File: src/rtl/bus_addr_master_pkg.sv
// Package: shared state type for the address-bus master handshake.
package bus_addr_master_pkg;

    // Control states of the handshake.
    typedef enum logic [2:0] {
        ST_IDLE    = 3'd0,
        ST_REQ     = 3'd1,
        ST_OWN     = 3'd2,
        ST_RELEASE = 3'd3,
        ST_BACKOFF = 3'd4
    } mst_state_e;

endpackage

File: src/rtl/bus_addr_qual.sv
// Module: bus_addr_qual
// Decides whether this cycle's arbiter inputs form a qualified grant.
// Assumes all inputs are active low and already stable at the sampling edge.
module bus_addr_qual (
    input  logic grant_n,
    input  logic busy_in_n,
    input  logic retry_n,
    output logic qual_grant
);
    // Grant is usable only with bus idle and no retry in the same cycle.
    always_comb begin
        qual_grant = ~grant_n & busy_in_n & retry_n;
    end
endmodule

File: src/rtl/bus_addr_backoff.sv
// Module: bus_addr_backoff
// Down-counter that times the quiet window after a retried tenure.
// Assumes COUNT >= 1. The start pulse is one cycle long and loads COUNT-1.
module bus_addr_backoff #(
    parameter int COUNT = 2
) (
    input  logic clk,
    input  logic rst_n,
    input  logic start,
    output logic expired
);
    localparam int CW = (COUNT < 2) ? 1 : $clog2(COUNT + 1);

    logic [CW-1:0] cnt_q;

    // Load on start, otherwise count down to zero and hold there.
    always_ff @(posedge clk) begin
        if (!rst_n) begin
            cnt_q <= '0;
        end else if (start) begin
            cnt_q <= CW'(COUNT - 1);
        end else if (cnt_q != '0) begin
            cnt_q <= cnt_q - 1'b1;
        end
    end

    // The window is over once the counter has reached zero.
    always_comb begin
        expired = (cnt_q == '0);
    end
endmodule

File: src/rtl/bus_addr_fsm.sv
// Module: bus_addr_fsm
// Sequencing of request, tenure, release and back-off.
// Assumes need_bus is a level that the core holds until tenure_done is seen.
// A retry sampled during a tenure takes priority over an acknowledge.
module bus_addr_fsm
    import bus_addr_master_pkg::*;
(
    input  logic       clk,
    input  logic       rst_n,
    input  logic       need_bus,
    input  logic       qual_grant,
    input  logic       retry_n,
    input  logic       addr_ack_n,
    input  logic       bk_expired,
    output logic       bk_start,
    output mst_state_e state
);
    mst_state_e state_q, state_d;

    // Next-state selection from sampled bus inputs.
    always_comb begin
        state_d = state_q;
        unique case (state_q)
            ST_IDLE: begin
                if (need_bus) begin
                    state_d = qual_grant ? ST_OWN : ST_REQ;
                end
            end
            ST_REQ: begin
                if (qual_grant) begin
                    state_d = ST_OWN;
                end
            end
            ST_OWN: begin
                if (!retry_n) begin
                    state_d = ST_BACKOFF;
                end else if (!addr_ack_n) begin
                    state_d = ST_RELEASE;
                end
            end
            ST_RELEASE: state_d = ST_IDLE;
            ST_BACKOFF: begin
                if (bk_expired) begin
                    state_d = ST_IDLE;
                end
            end
            default: state_d = ST_IDLE;
        endcase
    end

    // Back-off window begins on the edge that leaves the tenure on retry.
    always_comb begin
        bk_start = (state_q == ST_OWN) && !retry_n;
    end

    // State register with synchronous reset.
    always_ff @(posedge clk) begin
        if (!rst_n) begin
            state_q <= ST_IDLE;
        end else begin
            state_q <= state_d;
        end
    end

    assign state = state_q;
endmodule

File: src/rtl/bus_addr_master.sv
// Module: bus_addr_master (top)
// Master-side handshake for a shared address bus with an external arbiter.
// All bus lines are active low. The shared busy line is produced as a value
// plus an output enable, and the pad is outside this block.
module bus_addr_master
    import bus_addr_master_pkg::*;
#(
    parameter int BACKOFF_CYC = 2
) (
    input  logic clk,
    input  logic rst_n,
    input  logic need_bus,
    input  logic grant_n,
    input  logic busy_in_n,
    input  logic retry_n,
    input  logic addr_ack_n,
    output logic bus_req_n,
    output logic busy_out_n,
    output logic busy_oe,
    output logic tenure_active,
    output logic tenure_done
);
    logic       qual_grant;
    logic       bk_start;
    logic       bk_expired;
    mst_state_e state;

    bus_addr_qual u_qual (
        .grant_n    (grant_n),
        .busy_in_n  (busy_in_n),
        .retry_n    (retry_n),
        .qual_grant (qual_grant)
    );

    bus_addr_backoff #(.COUNT(BACKOFF_CYC)) u_backoff (
        .clk     (clk),
        .rst_n   (rst_n),
        .start   (bk_start),
        .expired (bk_expired)
    );

    bus_addr_fsm u_fsm (
        .clk        (clk),
        .rst_n      (rst_n),
        .need_bus   (need_bus),
        .qual_grant (qual_grant),
        .retry_n    (retry_n),
        .addr_ack_n (addr_ack_n),
        .bk_expired (bk_expired),
        .bk_start   (bk_start),
        .state      (state)
    );

    // Port values decoded from the registered state, so all are glitch-free.
    always_comb begin
        bus_req_n     = 1'b1;
        busy_out_n    = 1'b1;
        busy_oe       = 1'b0;
        tenure_active = 1'b0;
        tenure_done   = 1'b0;
        unique case (state)
            ST_REQ:  bus_req_n = 1'b0;
            ST_OWN: begin
                busy_oe       = 1'b1;
                busy_out_n    = 1'b0;
                tenure_active = 1'b1;
            end
            ST_RELEASE: begin
                busy_oe     = 1'b1;
                tenure_done = 1'b1;
            end
            default: ;
        endcase
    end
endmodule

File: config.mk
export PLATFORM = sky130hd
export DESIGN_NAME = bus_addr_master
export DESIGN_NICKNAME = d
export VERILOG_FILES = /design/src/rtl/bus_addr_master_pkg.sv /design/src/rtl/bus_addr_qual.sv /design/src/rtl/bus_addr_backoff.sv /design/src/rtl/bus_addr_fsm.sv /design/src/rtl/bus_addr_master.sv
export SDC_FILE = /design/constraint.sdc
export NUM_CORES = 1
export LEC_CHECK = 0
export ABC_AREA = 1
export CELL_PAD_IN_SITES_DETAIL_PLACEMENT = 1
export CELL_PAD_IN_SITES_GLOBAL_PLACEMENT = 1
export CORE_AREA = 2 2 40 42
export CTS_CLUSTER_DIAMETER = 50
export DETAILED_ROUTE_END_ITERATION = 10
export DIE_AREA = 0 0 42 44
export GPL_ROUTABILITY_DRIVEN = 0
export PLACE_DENSITY = 0.74
export SYNTH_ARGS = -nofsm -noshare
export SYNTH_HDL_FRONTEND = slang
export SYNTH_SLANG_ARGS = --single-unit
File: constraint.sdc
create_clock -name clk -period 1.25 [get_ports clk]
set_input_delay 0.1875 -clock clk [delete_from_list [all_inputs] [get_ports clk]]
set_output_delay 0.1875 -clock clk [all_outputs]
set_load 0.01 [all_outputs]
; ---- Word level (Yosys, flattened, before mapping)
; Cells that the tools add are included.
[totals]
regBits = 5
output_inout_bits = 5
[op_classes]
n_addsub = 1
eq_ne = 8
n_mux = 14
bitwise_logic = 4
n_reduce_logical = 9
[ops]
columns = cell, n
row1 = 3-bit 2-to-1 mux, 5
row2 = 3-bit case mux with 4 select lines, 1
row3 = 1-bit 2-to-1 mux, 7
row4 = "3-bit by 2-bit == test with 1-bit output, second input constant", 2
row5 = "2-bit inequality test, second input constant", 2
row6 = 4-bit AND reduction, 1
row7 = 2-bit nonzero test, 2
row8 = 2-bit OR reduction, 2
row9 = "3-bit by 1-bit == test with 1-bit output, second input constant", 1
row10 = "3-bit == test, second input constant", 1
row11 = 3-bit zero test, 1
row12 = "3-bit inequality test, second input constant", 1
row13 = 1-bit AND, 2
row14 = 2-bit zero test, 1
row15 = 2-bit 2-to-1 mux, 1
row16 = "2-bit by 1-bit inequality test with 1-bit output, second input constant", 1
row17 = 1-bit NOT, 2
row18 = "2-bit by 1-bit subtractor with 2-bit output, second input constant", 1
row19 = 1-bit logical AND, 1
row20 = 1-bit zero test, 1

; ---- Longest topological paths before layout
[logic_depth]
word_depth = 6
mapped_depth = 11
mapped_depth_nobuf = 11

; ---- Modules after synthesis
; Synthesis repeated with hierarchy kept, for this count alone.
[unflattened]
cells_unflattened = 64
area_unflattened_um2 = 384.1
[by_module_without_submodules]
columns = mod, n_inst, cells_per_inst, area_per_inst_um2, seq_area_each_um2
row1 = bus_addr_fsm, 1, 36, 212.7, 60.1
row2 = bus_addr_backoff, 1, 17, 123.9, 40.0
row3 = bus_addr_master, 1, 9, 37.5, 0.0
row4 = bus_addr_qual, 1, 2, 10.0, 0.0

; ---- Worst setup path before layout
; No wires, ideal clock.
[synth_timing]
path_kind = reg2reg
from = register u_backoff.cnt_q[0]
to = register u_fsm.state_q[0] (netlist: u_fsm.state[0])
t_arrival_ps = 1021
path_slack_ps = 113
path_stages_with_launch = 11
period_less_slack_ps = 1137
cell_sequence = dfxtp_1 -> inv_1 -> ha_1 -> inv_1 -> nand2_1 -> nand2_1 -> nand2_1 -> nand3_1 -> nand2_1 -> inv_1 -> nor2_1
[synth_via]
elab_chain_len = 3
[synth_rtl]
columns = item, line_no
row1 = start: declaration, bus_addr_backoff.sv:14  ; logic [CW-1:0] cnt_q;
row2 = start signal: assignment, bus_addr_backoff.sv:21  ; cnt_q <= CW'(COUNT - 1);
row3 = start signal: assignment, bus_addr_backoff.sv:23  ; cnt_q <= cnt_q - 1'b1;
row4 = 2-bit zero test, bus_addr_backoff.sv:29  ; expired = (cnt_q == '0);
row5 = 2-bit inequality test (no source line), --
row6 = 4-bit AND reduction (no source line), --
row7 = end signal: assignment, bus_addr_fsm.sv:61  ; state_q <= state_d;
row8 = end: declaration, bus_addr_fsm.sv:18  ; mst_state_e state_q, state_d;
; Every way passes these cells.
; A chain may end at the register's enable or synchronous reset.

; ---- Worst setup path in the final report
[layout_timing]
from = register u_fsm.state_q[1] (netlist: u_fsm.state[1])
to = output port bus_req_n
[layout_via]
elab_chain_len = 2
[layout_rtl]
columns = item, line_no
row1 = 3-bit by 1-bit == test with 1-bit output, bus_addr_master.sv:61  ; unique case (state)
row2 = 1-bit 2-to-1 mux, bus_addr_master.sv:61
row3 = end: declaration, bus_addr_master.sv:17  ; output logic bus_req_n,
; Every way passes these cells.

==> results.py <==
metrics = {
    "run_status": {
        "status": "finished clean",
    },
    "setup_path": {
        "cpMaxStageDelayCell": "sky130_fd_sc_hd__dfxtp_2",
        "worstSetupEndpointType": "primary output",
        "critical_path.max_fanout": 2,
        "crit_family": "buffers and inverters",
        "setup.worst_path.start_class": "flop",
        "crit_required_ns": 1.06,
        "timing.setup.critical_path_class": "reg -> out",
        "worstPathCellList": "buf_4 -> nor2_2 -> inv_1 -> buf_2",
        "worst-endpoint-arrival_ns": 1.04,
        "max_stage_delay_ns": 0.32,
        "critical_path_buf_inv_count": 3,
    },
    "layout": {
        "n_diodes": 0,
        "areaGrowthSynthToFinish_pct": 69.5,
        "combined_area_of_the_multi_input_logic_cells_um2": 219,
        "fraction_of_final_layout_cells_sized_beyond_drive_strength_1": 0.398,
        "fill_cells": 195,
        "nNetsFinal": 92,
        "finish.utilization": 0.411,
        "final-seq-area_um2": 108,
    },
    "logic_synthesis": {
        "yosysWarnings": 0,
        "synth.yosys.seq_area_share": 0.291,
        "yosysTopAreaCellShare": 0.291,
        "post_synth_num_cell_types": 14,
        "post_synth_instance_area_um2": 344,
        "netlist_top_cells_area": "sky130_fd_sc_hd__dfxtp_1 (29%), sky130_fd_sc_hd__nand2_1 (16%), sky130_fd_sc_hd__inv_1 (14%)",
        "synth.avg_cell_area_um2": 5.83,
        "synthesis.nets": 67,
        "synth_cells": 59,
        "library_cell_occupying_the_most_area_in_the_post_synthesis_netlist": "sky130_fd_sc_hd__dfxtp_1",
        "ys_seq_elements": 5,
    },
    "floorplan": {
        "starting_density": 0.243,
        "fp.dieArea_mm2": 0.00185,
        "fp.dieW_um": 42,
        "die_height_um": 44,
        "ios": 12,
        "design.core.area_mm2": 0.00142,
        "row_count": 14,
    },
    "route": {
        "route.detailed.vias_per_inst": 4.25,
        "detail_route.drc_violations": 0,
        "detailroute.via_count": 421,
        "drtPass1Iterations": 2,
        "wl_per_cell_um": 11.0,
        "initialDrtViolationCount": 2,
        "postRouteAntennaNets": 0,
        "routed_wl_um": 1090,
    },
    "sta": {
        "fin_crit_sh": 0.982,
        "setup-violations-final": 0,
        "rsz0062_at_grt": "true",
        "setup_total_negative_slack_ns": 0,
        "timing.slew.headroom": 0.879,
        "worst_tran_pin_value_ns": 0.179,
        "worst_hold_slack_ns": 0.542,
        "layout_min_cycle_time_ns": 1.23,
        "final_report_hold_violation_count": 0,
        "final_report_max_slew_violation_count": 0,
        "timing.fmax_ghz": 0.815,
        "final_skew_ns": 0.00592,
    },
    "pwr": {
        "pwr_density_cell_mw_per_mm2": 2260,
        "power.share.clock": 0.145,
        "power_frac_seq": 0.213,
        "intPower_uw": 750,
        "p_leak_nw": 0.314,
        "netSwitchingPower_uw": 569,
        "combPwrFrac": 0.642,
        "power.share.switching": 0.432,
        "max-vdd-ir-drop_mv": 0.756,
    },
    "grt": {
        "grt_max_degree": 6,
        "grt_antenna_before_repair": 0,
        "grt_first_pass_wirelength_um": 1750,
        "first_global_vias": 445,
        "grt_overflow": 0,
        "grt_use_total": 0.123,
    },
    "clock_network": {
        "cts-buffers-inserted": 3,
        "cts.root.buffer_cell": "sky130_fd_sc_hd__clkbuf_4",
        "clkLatencyLatePin_ns": 0.24,
        "clk_path_buf_depth": 2,
        "tritoncts": "built",
        "cts.sinks": 5,
        "h_tree_levels": 1,
        "clkTransAtPathRegs_ns": 0.05,
    },
    "placed_design": {
        "detailedPlacementHpwl_um": 836,
        "port_buffers": 11,
    },
    "min_path": {
        "min_path_type": "in -> reg",
    },
    "flow_run": {
        "cap_violations": 0,
    },
}
-- power by group through the flow --
stage / Clock [mW] / Sequential [mW] / Combinational (mW)
4_1_cts: 0.190 / 0.265 / 0.782
5_1_grt: 0.220 / 0.290 / 0.963
6_report: 0.192 / 0.281 / 0.846
3_5_place_dp: 0 / 0.264 / 0.790
2_1_floorplan: 0 / 0.262 / 0.421
3_3_place_gp: 0 / 0.258 / 0.761
-- path summary, 6_finish.rpt --
path	startpoint	endpoint	slack (ns)	depth (start not counted)
worst min register to register	u_backoff.cnt_q[1]$_SDFFE_PP0P_	u_backoff.cnt_q[1]$_SDFFE_PP0P_	0.61	2
worst min-delay path	rst_n	u_fsm.state[1]$_SDFFE_PN0P_	0.54	3
worst max register to register	u_backoff.cnt_q[0]$_SDFFE_PN0P_	u_fsm.state[1]$_SDFFE_PN0P_	0.07	11
worst max-delay path	u_fsm.state[1]$_SDFFE_PN0P_	bus_req_n	0.02	4
-- cell usage after synthesis --
library cell,n
sky130_fd_sc_hd__nor3_1,1
sky130_fd_sc_hd__inv_1,13
sky130_fd_sc_hd__ha_1,1
sky130_fd_sc_hd__dfxtp_1,5
sky130_fd_sc_hd__nor2_1,8
sky130_fd_sc_hd__nand3b_1,1
sky130_fd_sc_hd__xor2_1,1
sky130_fd_sc_hd__nand3_1,4
sky130_fd_sc_hd__o21ai_0,2
sky130_fd_sc_hd__nand2_1,15
sky130_fd_sc_hd__inv_2,1
sky130_fd_sc_hd__nor2_2,3
sky130_fd_sc_hd__nand2_2,2
sky130_fd_sc_hd__a21oi_1,2
-- kinds of logic after synthesis --
family                     count (synthesis)  share of synthesized area
xor gates and xnor gates                   1                     0.0255
adders and majority gates                  1                     0.0364
buffers and inverters                     14                      0.153
AOI/OAI and AO/OA                          4                     0.0582
and+or+nand+nor                           34                      0.436
DFF                                        5                      0.291
-- metal layers --
| layer | up-vias | global-route usage | share of wire |
|---|---|---|---|
| met5 | - | 0 | 0 |
| met4 | 0 | 0.0194 | 0 |
| met3 | 0 | 0.0375 | 0.031 |
| met2 | 7 | 0.228 | 0.55 |
| met1 | 192 | 0.140 | 0.41 |
| li1 | 222 | - | - |
-- repair_timing --
action	4_1_cts	5_1_grt
hold buffers	0	0
pin swaps	1	2
cloned	0	0
setup endpoints to repair	8	8
buffers inserted	0	1
resized for setup	18	14
-- registers in the layout (all words and copies together), names as in the netlist --
signal and cells:
u_backoff.cnt_q 2, u_fsm.state 3
-- through the flow --
step	area (um2)	cells	total power [mW]	setup WS (ns)
2_1_floorplan	344	59	0.683	0.113
3_3_place_gp	534	94	1.02	-0.137
3_5_place_dp	534	94	1.05	-0.180
4_1_cts	566	98	1.24	-0.0345
5_1_grt	583	99	1.47	-0.0819
6_report	583	99	1.32	0.0229
-- tightest hold or removal path, delay by kind of cell --
family	cells	cell delay [ns]
buf+inv	1	0.44
simple gates	2	0.11
-- area by class of cell --
cell class	instances	share of cell area
Multi-Input combinational cell	40	0.376
Timing Repair Buffer	20	0.270
Sequential cell	5	0.185
Inverter	14	0.0901
Clock buffer	4	0.0451
Tap cell	16	0.0343
-- cells in the final DEF, fill, tap and decap left out --
master / count
sky130_fd_sc_hd__nand2_2: 3
sky130_fd_sc_hd__xor2_1: 1
sky130_fd_sc_hd__nor2_1: 7
sky130_fd_sc_hd__o21ai_1: 1
sky130_fd_sc_hd__nor2_2: 3
sky130_fd_sc_hd__o21ai_0: 1
sky130_fd_sc_hd__inv_2: 4
sky130_fd_sc_hd__ha_4: 1
sky130_fd_sc_hd__clkbuf_2: 1
sky130_fd_sc_hd__dfxtp_1: 1
sky130_fd_sc_hd__clkdlybuf4s50_1: 6
sky130_fd_sc_hd__nor2_4: 1
sky130_fd_sc_hd__dfxtp_4: 1
sky130_fd_sc_hd__nand2_1: 14
sky130_fd_sc_hd__nand3b_1: 1
sky130_fd_sc_hd__nand3_1: 3
sky130_fd_sc_hd__clkbuf_4: 3
sky130_fd_sc_hd__nand3_2: 1
sky130_fd_sc_hd__buf_2: 3
sky130_fd_sc_hd__clkdlybuf4s15_1: 1
sky130_fd_sc_hd__nor3_1: 1
sky130_fd_sc_hd__inv_1: 10
sky130_fd_sc_hd__dfxtp_2: 3
sky130_fd_sc_hd__buf_4: 9
sky130_fd_sc_hd__clkbuf_1: 1
sky130_fd_sc_hd__a21oi_1: 2
(Power assumes the default switching activity.)
